### config.mk
export PLATFORM = sky130hd
export DESIGN_NAME = pwm_dbuf_chan
export DESIGN_NICKNAME = d
export VERILOG_FILES = /design/src/rtl/pwm_dbuf_pkg.sv /design/src/rtl/pwm_dbuf_regs.sv /design/src/rtl/pwm_dbuf_cnt.sv /design/src/rtl/pwm_dbuf_out.sv /design/src/rtl/pwm_dbuf_chan.sv
export SDC_FILE = /design/constraint.sdc
export NUM_CORES = 1
export LEC_CHECK = 0
export ABC_AREA = 0
export BUFFER_PORTS_ARGS = -buffer_cell sky130_fd_sc_hd__clkbuf_2
export CAP_MARGIN = 20
export CORE_UTILIZATION = 52
export DETAILED_ROUTE_END_ITERATION = 7
export PLACE_DENSITY = 0.82
export SETUP_SLACK_MARGIN = 0.1
export SLEW_MARGIN = 0
export SYNTH_ARGS = -nofsm -noshare
export SYNTH_HDL_FRONTEND = slang
export SYNTH_SLANG_ARGS = --single-unit
### constraint.sdc
create_clock -name clk_i -period 4.8 [get_ports clk_i]
set_input_delay 1.44 -clock clk_i [delete_from_list [all_inputs] [get_ports clk_i]]
set_output_delay 1.44 -clock clk_i [all_outputs]
set_load 0.05 [all_outputs]
### src/rtl/pwm_dbuf_pkg.sv
package pwm_dbuf_pkg;
  typedef enum logic [1:0] {
    SEL_PER  = 2'd0,
    SEL_DUTY = 2'd1,
    SEL_CTRL = 2'd2,
    SEL_CNT  = 2'd3
  } sel_e;

  localparam int unsigned CTRL_EN_BIT  = 0;
  localparam int unsigned CTRL_POL_BIT = 1;
  localparam int unsigned NUM_SHADOW   = 2;  // period, duty
  localparam int unsigned SH_PER       = 0;
  localparam int unsigned SH_DUTY      = 1;
endpackage

### src/rtl/pwm_dbuf_regs.sv
module pwm_dbuf_regs
  import pwm_dbuf_pkg::*;
#(
  parameter int unsigned DW = 8
) (
  input  logic          clk_i,
  input  logic          rst_ni,
  input  logic          wr_en_i,
  input  logic [1:0]    wr_sel_i,
  input  logic [DW-1:0] wr_data_i,
  input  logic          wrap_i,
  output logic [DW-1:0] per_buf_o,
  output logic [DW-1:0] duty_buf_o,
  output logic [DW-1:0] per_act_o,
  output logic [DW-1:0] duty_act_o,
  output logic          en_o,
  output logic          pol_o,
  output logic          cnt_clr_o
);
  logic [NUM_SHADOW-1:0][DW-1:0] buf_q, act_q;
  logic en_q, pol_q;
  logic sel_ctrl, sel_cnt, disabling, load;

  assign sel_ctrl  = wr_en_i && (wr_sel_i == SEL_CTRL);
  assign sel_cnt   = wr_en_i && (wr_sel_i == SEL_CNT);
  assign disabling = sel_ctrl && en_q && !wr_data_i[CTRL_EN_BIT];
  assign cnt_clr_o = sel_cnt || disabling;
  assign load      = wrap_i || cnt_clr_o;

  for (genvar g = 0; g < NUM_SHADOW; g++) begin : g_shadow
    localparam logic [1:0] MY_SEL = (g == SH_PER) ? SEL_PER : SEL_DUTY;
    logic hit;
    assign hit = wr_en_i && (wr_sel_i == MY_SEL);

    always_ff @(posedge clk_i or negedge rst_ni) begin
      if (!rst_ni) begin
        buf_q[g] <= '0;
        act_q[g] <= '0;
      end else begin
        if (hit) buf_q[g] <= wr_data_i;
        // load takes the buffer as it stood before this edge
        if (load)             act_q[g] <= buf_q[g];
        else if (hit && !en_q) act_q[g] <= wr_data_i;
      end
    end
  end

  always_ff @(posedge clk_i or negedge rst_ni) begin
    if (!rst_ni) begin
      en_q  <= 1'b0;
      pol_q <= 1'b0;
    end else if (sel_ctrl) begin
      en_q  <= wr_data_i[CTRL_EN_BIT];
      pol_q <= wr_data_i[CTRL_POL_BIT];
    end
  end

  assign per_buf_o  = buf_q[SH_PER];
  assign duty_buf_o = buf_q[SH_DUTY];
  assign per_act_o  = act_q[SH_PER];
  assign duty_act_o = act_q[SH_DUTY];
  assign en_o       = en_q;
  assign pol_o      = pol_q;
endmodule

### src/rtl/pwm_dbuf_cnt.sv
module pwm_dbuf_cnt #(
  parameter int unsigned DW = 8
) (
  input  logic          clk_i,
  input  logic          rst_ni,
  input  logic          en_i,
  input  logic          clr_i,
  input  logic          tick_i,
  input  logic [DW-1:0] per_i,
  output logic [DW-1:0] cnt_o,
  output logic          wrap_o
);
  logic [DW-1:0] cnt_q;
  logic at_last, per_zero;

  assign per_zero = (per_i == '0);
  assign at_last  = (cnt_q == per_i - 1'b1);
  assign wrap_o   = en_i && !clr_i && tick_i && !per_zero && at_last;

  always_ff @(posedge clk_i or negedge rst_ni) begin
    if (!rst_ni)                 cnt_q <= '0;
    else if (!en_i || clr_i)     cnt_q <= '0;
    else if (tick_i) begin
      if (per_zero || at_last)   cnt_q <= '0;
      else                       cnt_q <= cnt_q + 1'b1;
    end
  end

  assign cnt_o = cnt_q;
endmodule

### src/rtl/pwm_dbuf_out.sv
module pwm_dbuf_out #(
  parameter int unsigned DW = 8
) (
  input  logic          en_i,
  input  logic          pol_i,
  input  logic [DW-1:0] cnt_i,
  input  logic [DW-1:0] per_i,
  input  logic [DW-1:0] duty_i,
  output logic          pwm_o
);
  logic first_phase;

  // duty >= period leaves counter below duty for the whole period
  assign first_phase = (per_i == '0) || (cnt_i < duty_i);

  always_comb begin
    if (!en_i)            pwm_o = ~pol_i;
    else if (first_phase) pwm_o = pol_i;
    else                  pwm_o = ~pol_i;
  end
endmodule

### src/rtl/pwm_dbuf_chan.sv
module pwm_dbuf_chan
  import pwm_dbuf_pkg::*;
#(
  parameter int unsigned DW = 8
) (
  input  logic          clk_i,
  input  logic          rst_ni,
  input  logic          tick_i,
  input  logic          wr_en_i,
  input  logic [1:0]    wr_sel_i,
  input  logic [DW-1:0] wr_data_i,
  input  logic [1:0]    rd_sel_i,
  output logic [DW-1:0] rd_data_o,
  output logic          pwm_o
);
  logic [DW-1:0] per_buf, duty_buf, per_act, duty_act, cnt;
  logic en, pol, cnt_clr, wrap;

  pwm_dbuf_regs #(.DW(DW)) u_regs (
    .clk_i, .rst_ni, .wr_en_i, .wr_sel_i, .wr_data_i,
    .wrap_i    (wrap),
    .per_buf_o (per_buf),
    .duty_buf_o(duty_buf),
    .per_act_o (per_act),
    .duty_act_o(duty_act),
    .en_o      (en),
    .pol_o     (pol),
    .cnt_clr_o (cnt_clr)
  );

  pwm_dbuf_cnt #(.DW(DW)) u_cnt (
    .clk_i, .rst_ni,
    .en_i  (en),
    .clr_i (cnt_clr),
    .tick_i,
    .per_i (per_act),
    .cnt_o (cnt),
    .wrap_o(wrap)
  );

  pwm_dbuf_out #(.DW(DW)) u_out (
    .en_i  (en),
    .pol_i (pol),
    .cnt_i (cnt),
    .per_i (per_act),
    .duty_i(duty_act),
    .pwm_o
  );

  always_comb begin
    rd_data_o = '0;
    unique case (sel_e'(rd_sel_i))
      SEL_PER:  rd_data_o = per_buf;
      SEL_DUTY: rd_data_o = duty_buf;
      SEL_CTRL: begin
        rd_data_o[CTRL_EN_BIT]  = en;
        rd_data_o[CTRL_POL_BIT] = pol;
      end
      SEL_CNT:  rd_data_o = cnt;
      default:  rd_data_o = '0;
    endcase
  end
endmodule

==> results of run 1 <==
logic make-up (layout without fill, tap and decap cells):
logic type / after synthesis / in the layout / share of synthesized area (%)
xor gates and xnor gates: 12 / 12 / 3.93
buffers and inverters: 22 / 47 / 4.12
and+or+nand+nor: 78 / 78 / 15.1
AOI/OAI and AO/OA: 44 / 44 / 10.6
muxes: 48 / 48 / 22.2
DFF: 42 / 42 / 39.3
adders and majority gates: 10 / 10 / 4.68
per-stage QoR:
stage          setup WS (ns)  hold slack [ns]  instance area (um^2)
2_1_floorplan          0.303            0.467                  2670
3_3_place_gp           0.846            0.511                  2830
3_5_place_dp           0.825            0.516                  2830
4_1_cts                0.614            0.535                  2940
5_1_grt                0.538            0.554                  2960
6_report               0.642            0.532                  2960
flip-flops by register name (all words and copies together), names as in the netlist:
signal             cells
u_cnt.cnt_o            8
u_regs.duty_act_o      8
u_regs.duty_buf_o      8
u_regs.per_act_o       8
u_regs.per_buf_o       8
u_regs.en_o            1
u_regs.pol_o           1
Yosys cell counts (all sizes together) (2+ instances only):
library cell / count / area [um^2]
nor3: 4 / 20.0
xnor2: 8 / 70.1
mux4: 2 / 45.0
clkbuf: 5 / 21.3
or2: 3 / 18.8
a21oi: 5 / 25.0
o21ai: 27 / 135
nor3b: 2 / 20.0
nor2: 10 / 40.0
buf: 6 / 47.6
o32ai: 2 / 43.8
inv: 11 / 41.3
dfrtp: 42 / 1050
mux2: 40 / 488
nand3: 3 / 15.0
nor4: 2 / 18.8
mux2i: 6 / 60.1
ha: 10 / 125
nand2: 34 / 128
nor2b: 7 / 43.8
nand2b: 3 / 18.8
xor2: 4 / 35.0
o211ai: 6 / 45.0
power by group:
part / switching (mW) / leakage (nW) / internal [mW] / total [mW]
logic: 0.220 / 0.696 / 0.205 / 0.425
registers: 0.0708 / 0.515 / 0.431 / 0.502
clock network: 0.128 / 0.0579 / 0.153 / 0.282
total: 0.419 / 1.27 / 0.789 / 1.21
worst max-delay path, delay by kind of cell, from the launching register on:
| family | cells | cell delay (ns) |
|---|---|---|
| buffers and inverters | 1 | 0.29 |
| AND/OR/NAND/NOR | 2 | 0.50 |
| flip-flops | 1 | 0.57 |
| AO/OA/AOI/OAI | 2 | 0.73 |
| adder cells (fa/ha/maj) | 1 | 0.31 |
path summary, 6_finish.rpt:
check                                     from                    to  slack, ns  cells past startpoint
setup reg to reg           u_regs.per_act_o[0]  u_regs.duty_act_o[5]       1.76                      8
max in group asynchronous               rst_ni  u_regs.duty_act_o[2]       3.25                      2
hold / removal             u_regs.per_buf_o[3]   u_regs.per_act_o[3]       0.53                      1
hold reg to reg            u_regs.per_buf_o[3]   u_regs.per_act_o[3]       0.53                      1
min in group asynchronous               rst_ni        u_cnt.cnt_o[6]       1.06                      1
setup / recovery                u_cnt.cnt_o[6]                 pwm_o       0.64                      6
layer usage:
metal  vias up  GRT usage, %  part of all wire (%)
met5         -             0                     0
met3         9          3.98                   3.0
met1       975          30.5                    48
met2        31          36.7                    47
met4         0          8.33                   1.7
li1        958             -                     -
layout make-up:
type                       count  area share, %
tap                           67           2.83
inverter                      11           1.40
timing repair buffer          28           5.50
clock inverter                 3           1.35
multi-input combinational    192           51.1
clock buffer                   5           2.33
sequential                    42           35.5
==> impl_metrics.env, run 1 <==
export IMPL_status="finished clean"
export IMPL_total_power_mw=1.21
export IMPL_port_buffers=24
export IMPL_synth_edff_count=0
export IMPL_post_route_util_pct=61.0
export IMPL_tightest_slew_ns=0.811
export IMPL_synth_flop_cell="dfrtp_1"
export IMPL_worst_path_largest_cell_delay_ns=0.60
export IMPL_drv_cap=0
export IMPL_final_cell_mix="dfrtp_1 (42), nand2_1 (34), mux2_2 (30)"
export IMPL_fill_cells=389
export IMPL_final_setup_viol_count=0
export IMPL_hold_viol_final=0
export IMPL_die_width_um=73.7
export IMPL_cts_hold_buf=0
export IMPL_slew_headroom_pct=45.9
export IMPL_drt_total_wl_um=5510
export IMPL_clock_sinks=42
export IMPL_dp_hpwl_um=4020
export IMPL_fin_skew_ns=0.00430
export IMPL_hp_class="flop to flop"
export IMPL_synth_area_um2=2670
export IMPL_clockBufferDepth=2
export IMPL_final_common_cell="dfrtp_1"
export IMPL_yosysWarningCount=0
export IMPL_drcViolationCount=0
export IMPL_worstPathRequired_ns=3.36
export IMPL_core_um2=4850
export IMPL_cp_data_arrival_time_ns=2.72
export IMPL_ys_types=45
export IMPL_num_io_pins=25
export IMPL_cts_repair_resized=0
export IMPL_ctsHtreeMaxLevel=2
export IMPL_fin_nets=306
export IMPL_grt_max_degree=43
export IMPL_antenna_left=0
export IMPL_first_iter_violations=95
export IMPL_fmax_mhz=240
export IMPL_netlist_instances=256
export IMPL_cts_tree="yes"
export IMPL_grt_pass1_wl_um=9230
export IMPL_critPathKind="flop to primary output"
export IMPL_antenna_found_initial=0
export IMPL_gp_congestion=0.806
export IMPL_worstPathCellList="ha_1 > and3_1 > a2111oi_0 > a21oi_1 > and4b_1 > clkbuf_2"
export IMPL_period_needed_ns=4.16
export IMPL_rsz0062_at_grt="false"
export IMPL_min_period_over_period_pct=86.6
export IMPL_synth_area_per_cell_um2=10.4
export IMPL_power_density_nw_per_um2=408
export IMPL_clk_pin_slew_ns=0.08
export IMPL_std_cell_rows=25
export IMPL_wl_per_cell_um=15.8
export IMPL_ys_seq_area_share_pct=39.3
export IMPL_cts_inserted_buffers=5
export IMPL_area_delta_synth_final_pct=10.7
export IMPL_path_max_fanout=10
export IMPL_layout_area_seq_um2=1050
export IMPL_worst_setup_path_start_kind="flop"
export IMPL_initial_utilization_pct=55.1
export IMPL_multi_input_area_um2=1510
export IMPL_post_cts_buffers=0
export IMPL_critPathCaptureType="primary output"
export IMPL_instances_no_fill=348
export IMPL_clockRootBuffer="clkbuf_8"
export IMPL_async_flop_share_pct=100
export IMPL_numPlacedInstances=339
export IMPL_globalRouteTotalUtil_pct=22.7
export IMPL_layout_drive_gt1_share_pct=30.6
export IMPL_die_area_um2=5430
export IMPL_die_y_um=73.7
export IMPL_slew_viol_final=0
export IMPL_peakVddDrop_mv=0.222
export IMPL_clkLatencyLatePin_ns=0.30
export IMPL_slowest_stage="a2111oi_0"
export IMPL_setup_tns_ns=0
export IMPL_grt_overflow=0
export IMPL_grt_pass1_vias=1912
export IMPL_drtPass1Iterations=5
export IMPL_p_leak_nw=1.27
export IMPL_route_vias_total=1973
export IMPL_diodes=0
export IMPL_synth_seq_cells=42
export IMPL_synth_nets=282
export IMPL_drt_vias_per_instance=5.67
No activity file was read; power rests on OpenSTA's default activity.
==> run 2, diff against run 1 <==
Settings changed: ABC_AREA 0 to 1, CORE_ASPECT_RATIO set to 0.7, PLACE_DENSITY 0.82 to 0.77.
==> run 2 against run 1 <==
  * Global-route usage grew 4.8 points
  * First-iteration DRC count grew 59%
  * Sequential power shrank 3%
  * Critical endpoint is now rd_data_o[4]
==> impl_metrics.env, run 2 <==
export IMPL_ys_seq_area_share_pct=38.4
export IMPL_post_route_util_pct=60.9
export IMPL_std_cell_rows=21
export IMPL_rrSetupSlack_ns=2.47
export IMPL_wl_per_cell_um=15.2
export IMPL_grt_pass1_wl_um=11600
export IMPL_netlist_top_cells_count="nand2_1 (86), dfrtp_1 (42), inv_1 (39)"
export IMPL_stdcell_area_um2=2990
export IMPL_worst_path_largest_cell_delay_ns=0.55
export IMPL_clock_sinks=42
export IMPL_worst_path_buf_inv=3
export IMPL_synth_flop_cell="dfrtp_1"
export IMPL_clockRootBuffer="clkbuf_8"
export IMPL_critPathCaptureType="primary output"
export IMPL_ctsHtreeMaxLevel=2
export IMPL_synth_edff_count=0
export IMPL_timing_rr_start="u_regs.per_act_o[0]"
export IMPL_fin_skew_ns=0.00296
export IMPL_layout_drive_gt1_share_pct=18.1
export IMPL_final_cell_mix="nand2_1 (86), dfrtp_1 (42), inv_1 (39)"
export IMPL_cts_inserted_buffers=5
export IMPL_globalRouteTotalUtil_pct=27.5
export IMPL_synth_area_per_cell_um2=7.77
export IMPL_clockBufferDepth=2
export IMPL_r2r_end="u_regs.per_act_o[1]"
export IMPL_core_um2=4910
export IMPL_cts_hold_buf=0
export IMPL_worstHoldEndpoint="u_regs.per_buf_o[1]"
export IMPL_area_delta_synth_final_pct=9.33
export IMPL_post_place_ws_ns=0.682
export IMPL_worstPathCellList="clkbuf_2 > inv_1 > nor2_1 > nand2_1 > o211ai_1 > clkbuf_2"
export IMPL_hold_slack_ns=0.534
export IMPL_synth_top_area_cell="dfrtp_1"
export IMPL_hold_viol_final=0
export IMPL_drt_vias_per_instance=5.58
export IMPL_gp_congestion=0.848
export IMPL_status="finished clean"
export IMPL_synth_top_cells_by_area="dfrtp_1 (38%), nand2_1 (12%), nand4_1 (7.8%)"
export IMPL_grt_pass1_vias=2359
export IMPL_numPlacedInstances=435
export IMPL_die_y_um=62.7
export IMPL_fmax_mhz=241
export IMPL_hp_class="flop to flop"
export IMPL_antenna_left=0
export IMPL_cpMostUsedCell="clkbuf_2"
export IMPL_hold_path_depth=2
export IMPL_die_width_um=88.7
export IMPL_power_density_nw_per_um2=367
export IMPL_fin_nets=400
export IMPL_final_setup_viol_count=0
export IMPL_diodes=0
export IMPL_slew_headroom_pct=51.5
export IMPL_p_leak_nw=1.46
export IMPL_cp_data_arrival_time_ns=2.71
export IMPL_route_vias_total=2479
export IMPL_setup_slack_ns=0.647
export IMPL_cts_tree="yes"
export IMPL_clk_pin_slew_ns=0.07
export IMPL_slowest_stage="nor2_1"
export IMPL_critPathKind="primary input to primary output"
export IMPL_placed_area_um2=2880
export IMPL_ys_types=30
export IMPL_total_power_mw=1.10
export IMPL_yosysWarningCount=0
export IMPL_antenna_found_initial=0
export IMPL_period_needed_ns=4.15
export IMPL_setup_tns_ns=0
export IMPL_yosysMostFrequentCell="nand2_1"
export IMPL_cp_top_family="simple AND/OR/NAND/NOR gates"
export IMPL_slew_viol_final=0
export IMPL_initial_utilization_pct=55.7
export IMPL_drtPass1Iterations=4
export IMPL_fill_cells=467
export IMPL_final_common_cell="nand2_1"
export IMPL_drv_cap=0
export IMPL_synth_nets=378
export IMPL_peakVddDrop_mv=0.194
export IMPL_num_io_pins=25
export IMPL_worstPathRequired_ns=3.36
export IMPL_path_max_fanout=8
export IMPL_post_cts_buffers=0
export IMPL_tightest_slew_ns=0.725
export IMPL_netlist_instances=352
export IMPL_drt_total_wl_um=6770
export IMPL_worst_setup_path_start_kind="primary input"
export IMPL_yosysTopAreaCellShare_pct=38.4
export IMPL_min_from="u_regs.per_buf_o[1]"
export IMPL_cts_repair_resized=0
export IMPL_async_flop_share_pct=100
export IMPL_rsz0062_at_grt="false"
export IMPL_die_area_um2=5560
export IMPL_synth_seq_cells=42
export IMPL_grt_max_degree=43
export IMPL_dp_hpwl_um=5060
export IMPL_clkLatencyLatePin_ns=0.30
export IMPL_grt_overflow=0
export IMPL_min_period_over_period_pct=86.5
export IMPL_instances_no_fill=444
export IMPL_synth_area_um2=2740
export IMPL_first_iter_violations=151
export IMPL_drcViolationCount=0
export IMPL_port_buffers=24
export IMPL_r2r_cells=12
-- run 2: changes by cell type in the layout (fill, tap and decap cells not counted), moves of 7 or more --
cell,delta
nand2_1,+52
nand4_1,+33
nor2b_1,-7
nand3_2,+10
nand3_1,+17
nand2_2,+11
mux2_4,-10
inv_1,+28
mux2_2,-30
-- run 2: worst min-delay path, stage by stage (launching register included) --
cell and delay (ns):
dfrtp_1 0.37, nand2_1 0.06, o21ai_0 0.07
-- run 2: power by group --
part	internal (mW)	switching (mW)	total [mW]
clock	0.116	0.121	0.237
combinational	0.131	0.245	0.376
sequential	0.414	0.0708	0.485
-- run 2: area by class of cell --
type	count	area, um^2	share of cell area (%)
Inverter	45	169	5.65
Clock buffer	7	86.3	2.89
Timing Repair Buffer	26	148	4.94
Clock inverter	1	5.00	0.167
Tap cell	69	86.3	2.89
Multi-Input combinational cell	254	1450	48.3
Sequential cell	42	1050	35.1
-- run 2: metal layers --
layer | GRT usage (%) | vias to the layer above | part of all wire [%] | wire length, um
li1 | - | 1226 | - | -
met1 | 40.4 | 1177 | 47 | 3200
met2 | 41.1 | 69 | 44 | 2970
met3 | 4.89 | 7 | 7.8 | 525
met4 | 7.86 | 0 | 1.1 | 72
met5 | 0 | - | 0 | 0
-- run 2: worst max path at each step --
stage	cells after the start	slack, ns	from	to
floorplan	2	0.94	rd_sel_i[0]	rd_data_o[0]
global placement	6	0.76	rd_sel_i[0]	rd_data_o[1]
detailed placement	6	0.68	rd_sel_i[0]	rd_data_o[4]
CTS	6	0.68	rd_sel_i[0]	rd_data_o[4]
global route	6	0.58	rd_sel_i[0]	rd_data_o[4]
finish	6	0.65	rd_sel_i[0]	rd_data_o[4]
-- run 2: kinds of logic after synthesis --
logic type               after synthesis  share of synthesized area [%]
buffers and inverters                 56                           8.73
AO/OA/AOI/OAI                         43                           9.24
XOR/XNOR                               9                           2.88
adder cells (fa/ha/maj)               10                           4.57
flip-flops                            42                           38.4
AND/OR/NAND/NOR                      192                           36.2
